[src/rtl/apbw_pkg.sv]
package apbw_pkg;
  typedef enum logic [1:0] {
    PH_IDLE   = 2'd0,
    PH_LEAD   = 2'd1,
    PH_SETUP  = 2'd2,
    PH_ACCESS = 2'd3
  } apbw_phase_e;
endpackage

[src/rtl/apbw_seq.sv]
module apbw_seq
  import apbw_pkg::*;
#(
  parameter int LEAD_W = 3
) (
  input  logic              clk,
  input  logic              rst_n,
  input  logic [LEAD_W-1:0] lead_cycles,
  input  logic              cmd_valid,
  input  logic              pready,
  output logic              cmd_ready,
  output logic              ev_accept,
  output logic              ev_start_idle,
  output logic              ev_complete,
  output logic              ev_last_done,
  output logic              psel,
  output logic              penable
);
  apbw_phase_e       phase_q;
  logic [LEAD_W-1:0] lead_cnt_q;

  function automatic logic lead_last(input logic [LEAD_W-1:0] c);
    return c == LEAD_W'(1);
  endfunction

  function automatic logic lead_none(input logic [LEAD_W-1:0] c);
    return c == '0;
  endfunction

  assign ev_complete   = (phase_q == PH_ACCESS) && pready;
  assign cmd_ready     = (phase_q == PH_IDLE) || ev_complete;
  assign ev_accept     = cmd_valid && cmd_ready;
  assign ev_start_idle = ev_accept && (phase_q == PH_IDLE);
  assign ev_last_done  = ev_complete && !ev_accept;
  assign psel          = (phase_q == PH_SETUP) || (phase_q == PH_ACCESS);
  assign penable       = (phase_q == PH_ACCESS);

  always_ff @(posedge clk) begin
    if (!rst_n) begin
      phase_q    <= PH_IDLE;
      lead_cnt_q <= '0;
    end else begin
      unique case (phase_q)
        PH_IDLE: begin
          if (ev_accept) begin
            lead_cnt_q <= lead_cycles;
            phase_q    <= lead_none(lead_cycles) ? PH_SETUP : PH_LEAD;
          end
        end
        PH_LEAD: begin
          if (lead_last(lead_cnt_q)) phase_q <= PH_SETUP;
          else lead_cnt_q <= lead_cnt_q - LEAD_W'(1);
        end
        PH_SETUP: phase_q <= PH_ACCESS;
        PH_ACCESS: begin
          if (pready) phase_q <= ev_accept ? PH_SETUP : PH_IDLE;
        end
        default: phase_q <= PH_IDLE;
      endcase
    end
  end

  // an Access cycle only exists inside a selected transfer
  p_enable_needs_sel_r3: assert property (@(posedge clk) disable iff (!rst_n)
    penable |-> psel);
  // Setup is exactly one cycle and is followed by Access
  p_setup_then_access_r3: assert property (@(posedge clk) disable iff (!rst_n)
    (psel && !penable) |=> (psel && penable));
  // Access without ready repeats
  p_access_waits_r3: assert property (@(posedge clk) disable iff (!rst_n)
    (penable && !pready) |=> (psel && penable));
endmodule

[src/rtl/apbw_wake.sv]
module apbw_wake (
  input  logic clk,
  input  logic rst_n,
  input  logic ev_set,
  input  logic ev_clear,
  input  logic psel,
  input  logic penable,
  input  logic pready,
  output logic pwakeup
);
  logic wake_q;

  always_ff @(posedge clk) begin
    if (!rst_n)        wake_q <= 1'b0;
    else if (ev_set)   wake_q <= 1'b1;
    else if (ev_clear) wake_q <= 1'b0;
  end

  assign pwakeup = wake_q;

  // select never appears without wakeup
  p_sel_under_wake_r4: assert property (@(posedge clk) disable iff (!rst_n)
    psel |-> pwakeup);
  // wakeup held until the completing cycle
  p_wake_hold_r4: assert property (@(posedge clk) disable iff (!rst_n)
    (pwakeup && psel && !(penable && pready)) |=> pwakeup);
  // wakeup only drops right after a completion
  p_wake_fall_r5: assert property (@(posedge clk) disable iff (!rst_n)
    $fell(pwakeup) |-> $past(psel && penable && pready));
endmodule

[src/rtl/apbw_rsp.sv]
module apbw_rsp #(
  parameter int DATA_W  = 32,
  parameter int DUSER_W = 8,
  parameter int BUSER_W = 4
) (
  input  logic               clk,
  input  logic               rst_n,
  input  logic               ev_complete,
  input  logic               xfer_write,
  input  logic [DATA_W-1:0]  prdata,
  input  logic               pslverr,
  input  logic [DUSER_W-1:0] pruser,
  input  logic [BUSER_W-1:0] pbuser,
  output logic               rsp_valid,
  output logic [DATA_W-1:0]  rsp_rdata,
  output logic               rsp_err,
  output logic [DUSER_W-1:0] rsp_ruser,
  output logic [BUSER_W-1:0] rsp_buser
);
  function automatic logic [DATA_W-1:0] read_only_data(input logic wr,
                                                        input logic [DATA_W-1:0] d);
    return wr ? '0 : d;
  endfunction

  function automatic logic [DUSER_W-1:0] read_only_user(input logic wr,
                                                         input logic [DUSER_W-1:0] u);
    return wr ? '0 : u;
  endfunction

  always_ff @(posedge clk) begin
    if (!rst_n) begin
      rsp_valid <= 1'b0;
      rsp_rdata <= '0;
      rsp_err   <= 1'b0;
      rsp_ruser <= '0;
      rsp_buser <= '0;
    end else begin
      rsp_valid <= ev_complete;
      if (ev_complete) begin
        rsp_rdata <= read_only_data(xfer_write, prdata);
        rsp_ruser <= read_only_user(xfer_write, pruser);
        rsp_err   <= pslverr;
        rsp_buser <= pbuser;
      end
    end
  end

  // completions are at least two cycles apart, so a pulse lasts one cycle
  p_rsp_single_r9: assert property (@(posedge clk) disable iff (!rst_n)
    rsp_valid |=> !rsp_valid);
endmodule

[src/rtl/apb_wake_requester.sv]
module apb_wake_requester #(
  parameter int ADDR_W  = 16,
  parameter int DATA_W  = 32,
  parameter int AUSER_W = 8,
  parameter int DUSER_W = 8,
  parameter int BUSER_W = 4,
  parameter int LEAD_W  = 3
) (
  input  logic               clk,
  input  logic               rst_n,
  input  logic [LEAD_W-1:0]  lead_cycles,
  input  logic               cmd_valid,
  output logic               cmd_ready,
  input  logic               cmd_write,
  input  logic [ADDR_W-1:0]  cmd_addr,
  input  logic [DATA_W-1:0]  cmd_wdata,
  input  logic [AUSER_W-1:0] cmd_auser,
  input  logic [DUSER_W-1:0] cmd_wuser,
  output logic               rsp_valid,
  output logic [DATA_W-1:0]  rsp_rdata,
  output logic               rsp_err,
  output logic [DUSER_W-1:0] rsp_ruser,
  output logic [BUSER_W-1:0] rsp_buser,
  output logic               pwakeup,
  output logic               psel,
  output logic               penable,
  output logic [ADDR_W-1:0]  paddr,
  output logic               pwrite,
  output logic [DATA_W-1:0]  pwdata,
  output logic [AUSER_W-1:0] pauser,
  output logic [DUSER_W-1:0] pwuser,
  input  logic               pready,
  input  logic [DATA_W-1:0]  prdata,
  input  logic               pslverr,
  input  logic [DUSER_W-1:0] pruser,
  input  logic [BUSER_W-1:0] pbuser
);
  localparam int REQ_W = ADDR_W + 1 + DATA_W + AUSER_W + DUSER_W;

  typedef struct packed {
    logic [ADDR_W-1:0]  addr;
    logic               write;
    logic [DATA_W-1:0]  wdata;
    logic [AUSER_W-1:0] auser;
    logic [DUSER_W-1:0] wuser;
  } req_t;

  // named internal events, shared with the assertions
  logic ev_accept, ev_start_idle, ev_complete, ev_last_done;
  req_t req_q, req_d;

  function automatic req_t shape_req(input logic wr, input logic [ADDR_W-1:0] a,
                                     input logic [DATA_W-1:0] d,
                                     input logic [AUSER_W-1:0] au,
                                     input logic [DUSER_W-1:0] wu);
    req_t r;
    r.addr  = a;
    r.write = wr;
    r.auser = au;
    r.wdata = wr ? d  : '0;
    r.wuser = wr ? wu : '0;
    return r;
  endfunction

  apbw_seq #(.LEAD_W(LEAD_W)) u_seq (
    .clk           (clk),
    .rst_n         (rst_n),
    .lead_cycles   (lead_cycles),
    .cmd_valid     (cmd_valid),
    .pready        (pready),
    .cmd_ready     (cmd_ready),
    .ev_accept     (ev_accept),
    .ev_start_idle (ev_start_idle),
    .ev_complete   (ev_complete),
    .ev_last_done  (ev_last_done),
    .psel          (psel),
    .penable       (penable)
  );

  apbw_wake u_wake (
    .clk      (clk),
    .rst_n    (rst_n),
    .ev_set   (ev_start_idle),
    .ev_clear (ev_last_done),
    .psel     (psel),
    .penable  (penable),
    .pready   (pready),
    .pwakeup  (pwakeup)
  );

  assign req_d = shape_req(cmd_write, cmd_addr, cmd_wdata, cmd_auser, cmd_wuser);

  always_ff @(posedge clk) begin
    if (!rst_n)         req_q <= req_t'({REQ_W{1'b0}});
    else if (ev_accept) req_q <= req_d;
  end

  assign paddr  = req_q.addr;
  assign pwrite = req_q.write;
  assign pwdata = req_q.wdata;
  assign pauser = req_q.auser;
  assign pwuser = req_q.wuser;

  apbw_rsp #(.DATA_W(DATA_W), .DUSER_W(DUSER_W), .BUSER_W(BUSER_W)) u_rsp (
    .clk         (clk),
    .rst_n       (rst_n),
    .ev_complete (ev_complete),
    .xfer_write  (req_q.write),
    .prdata      (prdata),
    .pslverr     (pslverr),
    .pruser      (pruser),
    .pbuser      (pbuser),
    .rsp_valid   (rsp_valid),
    .rsp_rdata   (rsp_rdata),
    .rsp_err     (rsp_err),
    .rsp_ruser   (rsp_ruser),
    .rsp_buser   (rsp_buser)
  );

  // request fields frozen across Access cycles
  p_req_stable_r7: assert property (@(posedge clk) disable iff (!rst_n)
    penable |-> ($stable(paddr) && $stable(pwrite) && $stable(pauser)));
  // write payload frozen, and empty on reads
  p_wpayload_stable_r8: assert property (@(posedge clk) disable iff (!rst_n)
    penable |-> ($stable(pwdata) && $stable(pwuser)));
  p_read_no_wpayload_r8: assert property (@(posedge clk) disable iff (!rst_n)
    (psel && !pwrite) |-> (pwuser == '0 && pwdata == '0));
  // a response only follows a completion
  p_rsp_after_done_r9: assert property (@(posedge clk) disable iff (!rst_n)
    rsp_valid |-> $past(psel && penable && pready));
  // back-to-back start keeps wakeup high
  p_b2b_wake_r6: assert property (@(posedge clk) disable iff (!rst_n)
    (psel && penable && pready && cmd_valid) |=> (pwakeup && psel && !penable));
endmodule

[config.mk]
export PLATFORM = sky130hd
export DESIGN_NAME = apb_wake_requester
export DESIGN_NICKNAME = d
export VERILOG_FILES = /design/src/rtl/apbw_pkg.sv /design/src/rtl/apbw_seq.sv /design/src/rtl/apbw_wake.sv /design/src/rtl/apbw_rsp.sv /design/src/rtl/apb_wake_requester.sv
export SDC_FILE = /design/constraint.sdc
export NUM_CORES = 1
export LEC_CHECK = 0
export BUFFER_PORTS_ARGS = -buffer_cell sky130_fd_sc_hd__buf_4
export CAP_MARGIN = 20
export CORE_MARGIN = 5
export CORE_UTILIZATION = 40
export DETAILED_ROUTE_END_ITERATION = 12
export GPL_TIMING_DRIVEN = 1
export PLACE_DENSITY = 0.74
export SYNTH_ARGS = -nofsm -noshare
export SYNTH_HDL_FRONTEND = slang
export SYNTH_HIERARCHICAL = 1
export SYNTH_SLANG_ARGS = --single-unit
[constraint.sdc]
create_clock -name clk -period 3.7 [get_ports clk]
set_input_delay 0.37 -clock clk [delete_from_list [all_inputs] [get_ports clk]]
set_output_delay 0.37 -clock clk [all_outputs]
set_load 0.03 [all_outputs]
# After elaboration in Yosys (flattened, before gate mapping)
# Index checks and enable logic that the tools add are counted.
# op_classes
reduce_logical	13
n_eq_ne	8
n_addsub	1
mux	15
# ops
cell	n
$mux W32	2
$mux W8	2
$mux W2	5
$pmux W2 S4	1
$mux W3	2
$ne A2 B1 Y1 const B	3
$pmux W3 S2	1
$reduce_and A3 Y1	2
$eq A2 B2 Y1 const B	2
$logic_and A1 B1 Y1	4
$reduce_bool A2 Y1	2
$eq A3 B1 Y1 const B	1
$logic_not A3 Y1	1
$sub A3 B1 Y3 const B	1
$eq A2 B1 Y1 const B	1
$logic_not A2 Y1	1
$logic_or A1 B1 Y1	2
$mux W1	2
$ne A2 B2 Y1 const B	1
$logic_not A1 Y1	1
# word_totals
regBits	117
wordCells	50
out_inout_bits	115
in_bits	117

# Longest topological paths before layout
# depth
ltp_word	8
mapped_depth	9
ltp_nobuf	6

# Hierarchy
# The synthesis kept the hierarchy.
# modules_own_cells
mod	cells_per_inst	n_inst	area_per_inst_um2	seq_area_each_um2
apb_wake_requester	259	1	2487.4	1301.2
apbw_rsp	197	1	1869.3	920.9
apbw_seq	47	1	380.4	100.1
apbw_wake	3	1	41.3	20.0

# Least setup slack after synthesis
# OpenSTA, ideal clock, no wires.
# synth_timing
kind	register to register
start	reg u_seq.phase_q[0]
end	reg req_q (netlist bit paddr[10])
period_less_slack_ns	1.839
arrival_ns	1.723
required_ns	3.584
slack_ns	1.861
setup_ns	0.116
stages_incl_launch_ff	10
n_path_buf	3
cell_sequence	dfxtp_1 buf_4 and2_4 nand2_2 o21ai_2 and2_1 buf_4 buf_8 mux2i_1 nor2b_1
# synth_via
elab_chain_cells	4
elab_cells_between_ends	5
# synth_rtl
item	line_no	source
start: declaration	apbw_seq.sv:19	apbw_phase_e phase_q;
start signal: assignment	apbw_seq.sv:47	phase_q <= lead_none(lead_cycles) ? PH_SETUP : PH_LEAD;
start signal: assignment	apbw_seq.sv:56	if (pready) phase_q <= ev_accept ? PH_SETUP : PH_IDLE;
$eq A2 B2 Y1	-	
named net penable	apb_wake_requester.sv:26	output logic penable,
$logic_and A1 B1 Y1	apbw_seq.sv:30	assign ev_complete = (phase_q == PH_ACCESS) && pready;
$logic_or A1 B1 Y1	apbw_seq.sv:31	assign cmd_ready = (phase_q == PH_IDLE) || ev_complete;
named net cmd_ready	apb_wake_requester.sv:13	output logic cmd_ready,
$logic_and A1 B1 Y1	apbw_seq.sv:32	assign ev_accept = cmd_valid && cmd_ready;
named net ev_accept	apb_wake_requester.sv:49	logic ev_accept, ev_start_idle, ev_complete, ev_last_done;
end signal: assignment	apb_wake_requester.sv:94	if (!rst_n) req_q <= req_t'({REQ_W{1'b0}});
end signal: assignment	apb_wake_requester.sv:95	else if (ev_accept) req_q <= req_d;
end: declaration	apb_wake_requester.sv:50	req_t req_q, req_d;
# The timed path passes the listed nets, and every way through them passes these cells.
# A chain may end at the register's enable or synchronous reset.

# Worst setup path after layout
# layout_timing
start	reg u_seq.phase_q[0]
end	reg u_rsp.rsp_ruser[5]
# layout_via
elab_chain_cells	2
# layout_rtl
item	line_no	source
$eq A2 B2 Y1	apbw_seq.sv:30	
$logic_and A1 B1 Y1	apbw_seq.sv:30	
named net ev_complete	apb_wake_requester.sv:49	
end signal: assignment	apbw_rsp.sv:41	rsp_ruser <= read_only_user(xfer_write, pruser);
end: declaration	apbw_rsp.sv:17	output logic [DUSER_W-1:0] rsp_ruser,
# The timed path passes the listed nets, and every way through them passes these cells.

==> summary.md <==
| Metric | Value |
|---|---|
| Status | `finished clean` |
| GP Congestion | `between 0.8 and 0.9` |
| RSZ-0062 raised after global routing | `false` |
| YS warnings | `6` |
| Final Cycle Share | `about two thirds` |
| Top Ports | `~230` |
| Routed Antenna Nets | `0` |
| Ys async rst share | `0%` |
| Top post-synthesis cells by area | `dfxtp_1 49%, nand3b_1 13%, nand2_1 6.7%, mux2i_1 6.3%, o21ai_0 4.2%` |
| Crit Path Category | `reg -> reg` |
| Drt wl/cell | `15.1 microns` |
| Standard-cell rows | `40` |
| Share of layout cells above drive strength 1 | `between 30% and 40%` |
| Aggregate global routing overflow | `0` |
| Crit path capture type | `flip-flop` |
| Register bit total from synthesis | `about 120` |
| Worst R2R Start | `u_seq/phase_q[0]` |
| Number of max-cap violations | `0` |
| Die width | `around 120 microns` |
| CTS Hold Bufs | `0` |
| Worst hold start | `prdata[23]` |
| Die ar. | `about 14000 sq um` |
| Post-cts sizing count | `0` |
| Post-synth cell types | `37` |
| CTS Buf Count | `17` |
| Combinational power share | `between 10% and 20%` |
| Via density | `slightly below 5` |
| Global Route Usage Sum | `between 10% and 20%` |
| Worst hold path class | `in -> reg` |
| CTS tree | `yes` |
| Port buffer count | `roughly 230` |
| Internal power | `between 2000 and 3000 uW` |
| Fin nets | `834` |
| Synth Flop Type | `dfxtp_1` |
| Startpoint Class | `flip-flop` |
| DRT Pass-1 Iters | `4` |
| EDFF count, synth | `0` |
| Synthesized instance count | `between 500 and 600` |
| Share of the synthesized area in the top cell type | `about half` |
| Clock Path Buffers | `2` |
| FILL cells | `approximately 1000` |
| Die Y | `roughly 120 microns` |
| Initial antenna violation count | `0` |
| Initial Utilization | `roughly two fifths` |
| Clk Latency, worst-skew pair | `between 0.4 and 0.5 ns` |
| Cell area after synthesis | `around 4800 sq um` |
| Clock Sinks | `117` |
| Clock transition at path regs | `0.05 ns` |
| # diodes | `0` |
| VDD IR max | `about 0.26 mV` |
| Clk_skew | `just under 0.008 ns` |
| Reg2reg setup slack | `approximately 1.2 ns` |
| First-pass GRT wire length | `a little over 20000 microns` |
| Final Setup Violations | `0` |
| P_sw | `838 uW` |
| Worst path required time | `between 4 and 5 ns` |
| Total power draw | `approximately 3400 uW` |
| Slew margin rel. | `between 40 and 50%` |
| Vias in the first global route | `4288` |
| Syn avg cell area | `about 9.4 sq um` |
| Pin count of the biggest net entering global routing | `between 90 and 100` |
| Core outline area | `between 10000 and 15000 sq um` |
| Max Fclk | `around 400 MHz` |
| Slew at the pin closest to its max-slew limit | `just under 0.9 ns` |
| Power density cells | `between 400 and 500 nW/um^2` |
| Static leakage power | `0.00310 uW` |
| Via count | `roughly 4300` |
| Register share of total power | `40.1%` |
| Peak fanout along the critical path | `48` |
| P&R area growth vs syn | `46.6%` |
| Sequential share of the synthesized area | `about half` |
| Setup bufs post-CTS | `0` |
| DR iter-0 viols | `around 260` |
| Hold Vio Cnt, Final | `0` |
| DRC Markers | `0` |
| TNS Setup | `0 ns` |
| Max Transition Viols Final | `0` |
| Sw Share | `between 20 and 25%` |
| HPWL after detailed placement | `between 9000 and 10000 microns` |
| CP arrival | `2.82 ns` |
| Clk pwr share | `45.0%` |
| Routed WL | `about 13000 microns` |
| Critical path origin | `u_seq/phase_q[0]` |
| Synth Net Count | `approximately 630` |
| Post-layout minimum cycle time | `~2.5 ns` |
| H-tree depth | `4` |
| Clock root cell | `clkbuf_16` |
| Leading area contributor after synthesis | `dfxtp_1` |
## sequential cells by signal (all words and copies together), names as in the netlist
name and count:
u_rsp/rsp_rdata 32, u_seq/lead_cnt_q 3, u_wake/pwakeup 1, paddr 16, u_rsp/rsp_buser 4, pwdata 32, u_seq/phase_q 2, pwuser 8
pwrite 1, u_rsp/rsp_ruser 8, pauser 8, u_rsp/rsp_valid 1, u_rsp/rsp_err 1
## cell usage after synthesis, types with 2 or more instances
library cell  count
a21boi_1          2
and2_1            4
buf_2            20
buf_4             6
buf_6             9
buf_8             2
clkbuf_1          8
dfxtp_1         117
ha_1              2
inv_1             2
mux2i_1          30
nand2_1          85
nand2b_1          4
nand3b_1         81
nor2b_1          31
o21ai_0          40
o21ai_1          33
o21ai_2          11
## metrics by stage
step,std cells,worst slack (ns),hold slack (ns),cell area (sq um),util (%)
floorplan,506,1.86,0.487,4780,-
global placement,842,1.38,0.462,6430,54.2
detailed placement,843,1.20,0.466,6460,54.4
CTS,875,1.17,0.191,7010,59.1
global route,875,0.977,0.205,7010,59.1
finish,875,1.19,0.216,7010,59.1
## worst max-delay path: stages (launching register included)
cell,delay (ns)
dfxtp_1,0.57
and2_4,0.23
nand2_2,0.08
inv_2,0.50
nand2b_2,0.65
o21ai_1,0.34
## metal layers
metal | part of all wire [%] | global-route usage [%] | vias up
met2 | 46 | 28.7 | 188
li1 | - | - | 2137
met5 | 0 | 0 | -
met3 | 12 | 8.64 | 20
met1 | 40 | 20.5 | 1930
met4 | 2.0 | 7.80 | 0
## final cells by class
cell class	instances	area [sq um]	area share (%)
sequential	117	2340	33.4
multi-input combinational	341	2120	30.3
timing repair buffer	235	1800	25.6
clock buffer	21	440	6.29
tap	147	184	2.62
clock inverter	11	110	1.57
inverter	3	11.3	0.161
## worst paths after layout
path	end	depth (start not counted)
worst max-delay path	u_rsp/rsp_ruser[5]	5
worst min-delay path	u_rsp/rsp_rdata[23]	3
worst max register to register	u_rsp/rsp_ruser[5]	5
worst min register to register	u_rsp/rsp_rdata[30]	2
## power by group through the flow
stage	clock network [uW]	logic (uW)	registers, uW
2_1_floorplan	0	210	1460
3_5_place_dp	0	502	1380
5_1_grt	1620	537	1360
4_1_cts	1560	504	1350
3_3_place_gp	0	487	1370
6_report	1520	500	1350
## cells by family after synthesis
kind of cell,Yosys count,synth area share (%)
simple gates,215,26.3
buf+inv,48,6.65
mux,30,6.28
fa+ha+maj,2,0.524
compound gates,94,11.3
flops,117,49.0
## cell usage in the layout, fill, tap and decap left out, types with 2 or more instances in the layout
cell type | Yosys | routed
clkbuf_16 | 0 | 17
clkbuf_1 | 8 | 4
nand2_1 | 85 | 85
a21boi_1 | 2 | 2
o21ai_0 | 40 | 40
o21ai_2 | 11 | 11
nand3b_1 | 81 | 81
bufinv_16 | 0 | 2
clkinv_2 | 0 | 7
ha_1 | 2 | 2
dfxtp_1 | 117 | 117
buf_4 | 6 | 233
nand2b_1 | 4 | 3
inv_1 | 2 | 2
mux2i_1 | 30 | 30
clkinvlp_4 | 0 | 2
and2_1 | 4 | 3
o21ai_1 | 33 | 33
nor2b_1 | 31 | 31
Note: power is estimated with default switching activity, not from simulation.
